[config.mk]
export PLATFORM = sky130hd
export DESIGN_NAME = fp_fix_conv
export DESIGN_NICKNAME = d
export VERILOG_FILES = /design/src/rtl/fxcvt_pkg.sv /design/src/rtl/fxcvt_decode.sv /design/src/rtl/fxcvt_lane.sv /design/src/rtl/fxcvt_bank.sv /design/src/rtl/fp_fix_conv.sv
export SDC_FILE = /design/constraint.sdc
export NUM_CORES = 2
export LEC_CHECK = 0
export BUFFER_PORTS_ARGS = -buffer_cell sky130_fd_sc_hd__buf_2
export CAP_MARGIN = 10
export CORE_UTILIZATION = 30
export CTS_BUF_LIST = sky130_fd_sc_hd__clkbuf_4
export DETAILED_ROUTE_END_ITERATION = 10
export PLACE_DENSITY = 0.54
export SETUP_SLACK_MARGIN = 0.02
export SYNTH_ARGS = -nofsm -noshare
export SYNTH_HDL_FRONTEND = slang
export SYNTH_SLANG_ARGS = --single-unit
export TNS_END_PERCENT = 20
[constraint.sdc]
create_clock -name clk -period 0.8 [get_ports clk]
set_input_delay 0.08 -clock clk [delete_from_list [all_inputs] [get_ports clk]]
set_output_delay 0.08 -clock clk [all_outputs]
set_load 0.01 [all_outputs]
[src/rtl/fxcvt_pkg.sv]
package fxcvt_pkg;
    localparam int VEC_BITS   = 128;
    localparam int INSTR_BITS = 32;
    localparam int IMM_BITS   = 7;

    typedef enum logic [1:0] {
        LANE_H = 2'd0,
        LANE_S = 2'd1,
        LANE_D = 2'd2
    } lane_sz_e;

    typedef struct packed {
        logic                undef;
        logic                scalar;
        logic                q;
        logic                uns;
        lane_sz_e            sz;
        logic [IMM_BITS-1:0] fbits;
    } dec_t;
endpackage

[src/rtl/fxcvt_decode.sv]
module fxcvt_decode
    import fxcvt_pkg::*;
(
    input  logic [INSTR_BITS-1:0] instr,
    input  logic                  fp16_en,
    output dec_t                  dec
);
    logic [3:0]          hi_imm;
    logic [IMM_BITS-1:0] imm;
    logic [7:0]          twice_w;
    logic [7:0]          fb_wide;
    logic                is_scalar;
    logic                is_vector;
    logic                unused_fields;

    assign unused_fields = ^instr[9:0];

    always_comb begin
        hi_imm    = instr[22:19];
        imm       = instr[22:16];
        is_scalar = (instr[28:23] == 6'b111110) && instr[30];
        is_vector = (instr[28:23] == 6'b011110);

        dec.scalar = is_scalar;
        dec.q      = instr[30];
        dec.uns    = instr[29];

        if (hi_imm[3])      dec.sz = LANE_D;
        else if (hi_imm[2]) dec.sz = LANE_S;
        else                dec.sz = LANE_H;

        unique case (dec.sz)
            LANE_D:  twice_w = 8'd128;
            LANE_S:  twice_w = 8'd64;
            default: twice_w = 8'd32;
        endcase
        fb_wide   = twice_w - {1'b0, imm};
        dec.fbits = fb_wide[IMM_BITS-1:0];

        dec.undef = instr[31] || (instr[15:10] != 6'b111111)
                 || !(is_scalar || is_vector)
                 || (hi_imm[3:1] == 3'b000)
                 || ((hi_imm[3:2] == 2'b00) && !fp16_en)
                 || (is_vector && hi_imm[3] && !instr[30]);
    end
endmodule

[src/rtl/fxcvt_lane.sv]
module fxcvt_lane #(
    parameter int EXP_W = 5,
    parameter int MAN_W = 10
) (
    input  logic [EXP_W+MAN_W:0] op,
    input  logic [6:0]           fbits,
    input  logic                 uns,
    output logic [EXP_W+MAN_W:0] res,
    output logic                 nv,
    output logic                 nx
);
    localparam int W     = EXP_W + MAN_W + 1;
    localparam int SIG_W = MAN_W + 1;
    localparam int WIDE  = W + SIG_W + 1;
    localparam int BIAS  = (1 << (EXP_W - 1)) - 1;

    logic             sgn, is_nan, is_inf, big, dropped;
    logic [EXP_W-1:0] ex;
    logic [MAN_W-1:0] mn;
    logic [SIG_W-1:0] sig;
    logic [15:0]      ex_eff, shamt, rsh;
    logic [WIDE-1:0]  mag, lim;
    logic [W-1:0]     sat;

    always_comb begin
        sgn    = op[W-1];
        ex     = op[W-2:MAN_W];
        mn     = op[MAN_W-1:0];
        sig    = {|ex, mn};
        is_nan = (&ex) && (|mn);
        is_inf = (&ex) && !(|mn);
        ex_eff = (ex == '0) ? 16'd1 : 16'(ex);
        shamt  = ex_eff + 16'(fbits) - 16'(BIAS + MAN_W);
        rsh    = -shamt;
        mag    = '0;
        dropped = 1'b0;
        big    = 1'b0;
        if (!shamt[15]) begin
            if (shamt > 16'(W)) big = 1'b1;
            else                mag = WIDE'(sig) << shamt[7:0];
        end else if (rsh >= 16'(SIG_W)) begin
            dropped = |sig;
        end else begin
            mag     = WIDE'(sig >> rsh);
            dropped = |(sig & ~({SIG_W{1'b1}} << rsh));
        end

        if (uns)      lim = WIDE'({W{1'b1}});
        else if (sgn) lim = WIDE'(1) << (W - 1);
        else          lim = WIDE'({(W-1){1'b1}});

        if (uns)      sat = sgn ? '0 : {W{1'b1}};
        else          sat = sgn ? {1'b1, {(W-1){1'b0}}} : {1'b0, {(W-1){1'b1}}};

        res = '0;
        nv  = 1'b0;
        nx  = 1'b0;
        if (is_nan) begin
            nv = 1'b1;
        end else if (is_inf || big || (mag > lim)) begin
            nv  = 1'b1;
            res = sat;
        end else if (uns && sgn && (mag != '0)) begin
            nv = 1'b1;
        end else begin
            res = sgn ? W'(-mag) : W'(mag);
            nx  = dropped;
        end
    end
endmodule

[src/rtl/fxcvt_bank.sv]
module fxcvt_bank #(
    parameter int EXP_W = 5,
    parameter int MAN_W = 10,
    parameter int VEC_W = 128
) (
    input  logic [VEC_W-1:0]                     src,
    input  logic [6:0]                           fbits,
    input  logic                                 uns,
    output logic [VEC_W-1:0]                     res,
    output logic [VEC_W/(EXP_W+MAN_W+1)-1:0]     nv,
    output logic [VEC_W/(EXP_W+MAN_W+1)-1:0]     nx
);
    localparam int LW = EXP_W + MAN_W + 1;
    localparam int N  = VEC_W / LW;

    for (genvar g = 0; g < N; g++) begin : g_lane
        fxcvt_lane #(.EXP_W(EXP_W), .MAN_W(MAN_W)) u_lane (
            .op    (src[g*LW +: LW]),
            .fbits (fbits),
            .uns   (uns),
            .res   (res[g*LW +: LW]),
            .nv    (nv[g]),
            .nx    (nx[g])
        );
    end
endmodule

[src/rtl/fp_fix_conv.sv]
module fp_fix_conv
    import fxcvt_pkg::*;
#(
    parameter int VEC_W = VEC_BITS
) (
    input  logic                  clk,
    input  logic                  rst_n,
    input  logic                  issue,
    input  logic [INSTR_BITS-1:0] instr,
    input  logic [VEC_W-1:0]      src,
    input  logic [VEC_W-1:0]      old_dst,
    input  logic                  fp16_en,
    input  logic                  merge_en,
    output logic [VEC_W-1:0]      result,
    output logic                  undef,
    output logic                  invalid,
    output logic                  inexact
);
    localparam int NH = VEC_W / 16;
    localparam int NS = VEC_W / 32;
    localparam int ND = VEC_W / 64;

    typedef struct packed {
        logic [VEC_W-1:0] result;
        logic             undef;
        logic             inv;
        logic             inx;
    } st_t;

    st_t st_d, st_q;
    dec_t dec;
    logic [VEC_W-1:0] h_res, s_res, d_res, base;
    logic [NH-1:0]    h_nv, h_nx;
    logic [NS-1:0]    s_nv, s_nx;
    logic [ND-1:0]    d_nv, d_nx;
    logic             nv_any, nx_any;

    fxcvt_decode u_dec (.instr(instr), .fp16_en(fp16_en), .dec(dec));

    fxcvt_bank #(.EXP_W(5),  .MAN_W(10), .VEC_W(VEC_W)) u_half (
        .src(src), .fbits(dec.fbits), .uns(dec.uns), .res(h_res), .nv(h_nv), .nx(h_nx));
    fxcvt_bank #(.EXP_W(8),  .MAN_W(23), .VEC_W(VEC_W)) u_single (
        .src(src), .fbits(dec.fbits), .uns(dec.uns), .res(s_res), .nv(s_nv), .nx(s_nx));
    fxcvt_bank #(.EXP_W(11), .MAN_W(52), .VEC_W(VEC_W)) u_double (
        .src(src), .fbits(dec.fbits), .uns(dec.uns), .res(d_res), .nv(d_nv), .nx(d_nx));

    function automatic logic lane_on(input int i, input int n, input logic sc, input logic q);
        return sc ? (i == 0) : (q || (i < n / 2));
    endfunction

    always_comb begin
        st_d   = st_q;
        nv_any = 1'b0;
        nx_any = 1'b0;
        base   = (dec.scalar && merge_en) ? old_dst : '0;
        unique case (dec.sz)
            LANE_H: for (int i = 0; i < NH; i++)
                if (lane_on(i, NH, dec.scalar, dec.q)) begin
                    base[i*16 +: 16] = h_res[i*16 +: 16];
                    nv_any = nv_any | h_nv[i];
                    nx_any = nx_any | h_nx[i];
                end
            LANE_S: for (int i = 0; i < NS; i++)
                if (lane_on(i, NS, dec.scalar, dec.q)) begin
                    base[i*32 +: 32] = s_res[i*32 +: 32];
                    nv_any = nv_any | s_nv[i];
                    nx_any = nx_any | s_nx[i];
                end
            LANE_D: for (int i = 0; i < ND; i++)
                if (lane_on(i, ND, dec.scalar, dec.q)) begin
                    base[i*64 +: 64] = d_res[i*64 +: 64];
                    nv_any = nv_any | d_nv[i];
                    nx_any = nx_any | d_nx[i];
                end
            default: ;
        endcase
        if (issue) begin
            st_d.undef = dec.undef;
            if (!dec.undef) begin
                st_d.result = base;
                st_d.inv    = st_q.inv | nv_any;
                st_d.inx    = st_q.inx | nx_any;
            end
        end
    end

    always_ff @(posedge clk or negedge rst_n) begin
        if (!rst_n) st_q <= '0;
        else        st_q <= st_d;
    end

    assign result  = st_q.result;
    assign undef   = st_q.undef;
    assign invalid = st_q.inv;
    assign inexact = st_q.inx;

    p_undef_hold_r4: assert property (@(posedge clk) disable iff (!rst_n)
        issue && dec.undef |=> $stable(result) && $stable(invalid) && $stable(inexact) && undef);
    p_sticky_inv_r7: assert property (@(posedge clk) disable iff (!rst_n)
        invalid |=> invalid);
    p_sticky_inx_r8: assert property (@(posedge clk) disable iff (!rst_n)
        inexact |=> inexact);
    p_low_half_only_r3: assert property (@(posedge clk) disable iff (!rst_n)
        issue && !dec.undef && !dec.scalar && !dec.q |=> result[VEC_W-1:VEC_W/2] == '0);
    p_scalar_clear_r9: assert property (@(posedge clk) disable iff (!rst_n)
        issue && !dec.undef && dec.scalar && !merge_en |=> result[VEC_W-1:64] == '0);
    p_idle_hold_r10: assert property (@(posedge clk) disable iff (!rst_n)
        !issue |=> $stable(result) && $stable(undef));
endmodule

==> metrics.txt <==
I/O Buffers 397; leakage power 67.8 nW; number of synthesized register bits 131; Worst-Skew Late Latency 0.74 ns; global route overflow 0; CTS tree done; dpl cell area 0.137 mm²; cell taking the most area after synthesis mux4_2; reg2reg setup slack -0.22 ns; kind of critical path in -> reg; Hold Crit Class in -> reg; layout cell share with drive strength beyond 1 44.0%; dpl cells 21200; Antenna Violating Nets Remaining 0; total number of yosys warnings 0; Final Util 48.0%; Final Non-Filler Cells 21600; largest stage delay on the critical path 0.56 ns; Required @ worst endpoint 1.46 ns; Reg area 0.00329 mm²; overall routing resource usage 40.7%; Final Max Slew Viols 0; number of synthesized flops with an enable pin 0; number of max-cap violations 0; Worst R2R End result[68]; hold slack final -0.0603 ns; gpl congestion 1.09; Synth top cells by count nand2_1, nor2_1, clkbuf_1; most frequent cell after synthesis nand2_1; Slew headroom 12.8%; clk slew on worst S/H paths 0.11 ns; Fill cells 30400; Post-Syn Instances 12600; core area 0.301 mm²; post-synth top area share 11.4%; nature of the critical path endpoint flip-flop; cell area after synthesis 0.0908 mm²; HP Start old_dst[39]; DRT Pass-1 Iters 7; Tmin final 6.92 ns; Tot Pwr 0.371 W; multi-input gate area in the final layout 0.0865 mm²; RSZ-0062 raised after global routing yes; antenna violations before repair 54; final hold vios 44; post-DR vias/cell 6.10; ys async rst share 100%; slowest CP cell or4_4; Ports 424; Area Growth Syn to Fin 59.0%; DRT iter0 DRCs 15600; Max Root-Sink Buffers 3; crit path capture result[37]; Finish-stage setup viols 301; Crit path top cell by count buf_12; vias 132000; violated checks negative hold slack, negative setup slack; Yosys cell types 124; syn_nets 13500; die area 0.305 mm²; drt total wl 656000 µm; skew final 0 ns; cell area after layout 0.144 mm²; Worst Tran Pin Value 1.30 ns; die width 552 µm; status finished with violations; synth top area cells mux4_2, ha_1, mux2i_1, a21oi_1, nand2_1; final worst slack -6.12 ns; DRC errors left 0; vias in the first global route 123000; clock root cell clkbuf_4; Starting Density 30.2%; worst vdd ir 0.00150 V; crit path launch type primary input; largest net degree at the start of global routing 79; period utilisation layout 865%; Clock Sinks 131; Cell Pwr Density 2570 mW/mm²; first-pass GRT wire length 913000 µm; number of H-tree levels 4; WL per Instance 30.4 µm; Crit Path Max Fanout 7; post-synthesis sequential area ratio 3.61%; post-synthesis average cell area 7.22 µm²; placement row count 201; CTS buffer count 25; critical path arrival 7.58 ns; fmax 144 MHz; dominant synthesized flop cell dfrtp_1; worst setup path startpoint src[59]; chip height 552 µm; Post-DP HPWL 549000 µm; final net count 18500; R2R depth 4; FF-to-FF Start result[68]
## sequential cells by signal (all words and copies together) (netlist names)
name,count
result,128
inexact,1
invalid,1
undef,1
## through the flow
| stage | setup slack (ns) | setup TNS [ns] | hold WS (ns) |
|---|---|---|---|
| 5_1_grt | -6.31 | -915.26 | -0.0761 |
| 2_1_floorplan | -6.68 | -845.83 | -0.216 |
| 4_1_cts | -6.13 | -888.79 | -0.125 |
| 3_5_place_dp | -7.67 | -945.07 | -0.0403 |
| 6_report | -6.12 | -897.75 | -0.0603 |
| 3_3_place_gp | -7.62 | -941.67 | -0.0389 |
## cells in the final DEF (no fill, tap or decap), drive strengths merged, types with 129 or more instances in the layout
master,count
a211oi,246
mux2,263
nand2b,131
nor2,1077
or3,129
ha,636
o211ai,160
inv,385
mux2i,615
a21oi,849
o22ai,189
mux4,459
nand4,207
a21o,225
xnor2,312
nand3,360
o31ai,231
buf,5998
o21ai,809
xor2,145
dfrtp,131
or2,135
a31oi,191
nand2,1131
nor3,362
## report_power, final
group | total (W) | switching [W] | internal (W) | leakage (nW)
Clock | 0.00531 | 0.00342 | 0.00188 | 0.148
Sequential | 0.00673 | 0.0000536 | 0.00667 | 1.81
Combinational | 0.359 | 0.198 | 0.161 | 65.8
Total | 0.371 | 0.202 | 0.169 | 67.8
## area by class of cell
| cell class | instances | share of cell area, % |
|---|---|---|
| Antenna cell | 31 | 0.0537 |
| Clock buffer | 26 | 0.135 |
| Clock inverter | 7 | 0.0381 |
| Inverter | 402 | 1.08 |
| Multi-Input combinational cell | 10900 | 59.9 |
| Sequential cell | 131 | 2.28 |
| Tap cell | 3958 | 3.43 |
| Timing Repair Buffer | 6090 | 33.1 |
## metal layers
| layer | vias to the layer above | global-route usage, % | wire length [µm] |
|---|---|---|---|
| li1 | 58700 | - | - |
| met1 | 63700 | 52.4 | 264000 |
| met2 | 7530 | 62.2 | 280000 |
| met3 | 1577 | 5.80 | 54800 |
| met4 | 12 | 29.5 | 56900 |
| met5 | - | 0 | 83 |
## timing repair
item | in CTS | in global routing
hold buffers | 87 | 2
cloned | 8 | 3
setup endpoints to repair | 262 | 301
endpoints found under the hold margin | 221 | 61
pin swaps | 97 | 230
gates resized for setup | 384 | 599
buffers inserted | 97 | 115
## logic make-up after synthesis
kind of cell / synth area share (%)
AND/OR/NAND/NOR: 22.9
flip-flops: 3.61
XOR/XNOR: 4.59
buffers and inverters: 6.80
adder cells (fa/ha/maj): 9.10
AO/OA/AOI/OAI: 31.5
multiplexers: 21.4
## worst max-delay path, delay by kind of cell
family | cells | cell delay (ns)
AND/OR/NAND/NOR | 5 | 1.09
adder cells (fa/ha/maj) | 4 | 1.10
buffers and inverters | 12 | 1.70
XOR/XNOR | 1 | 0.14
AO/OA/AOI/OAI | 14 | 2.76
multiplexers | 2 | 0.66
## worst min path at each step
stage,slack (ns),to,cells past startpoint
2_1_floorplan,-0.22,inexact,0
3_3_place_gp,-0.04,result[54],1
3_5_place_dp,-0.04,result[49],1
4_1_cts,-0.12,result[39],5
5_1_grt,-0.08,result[39],5
6_report,-0.06,result[39],5
Power figures use the tool's default switching activity.
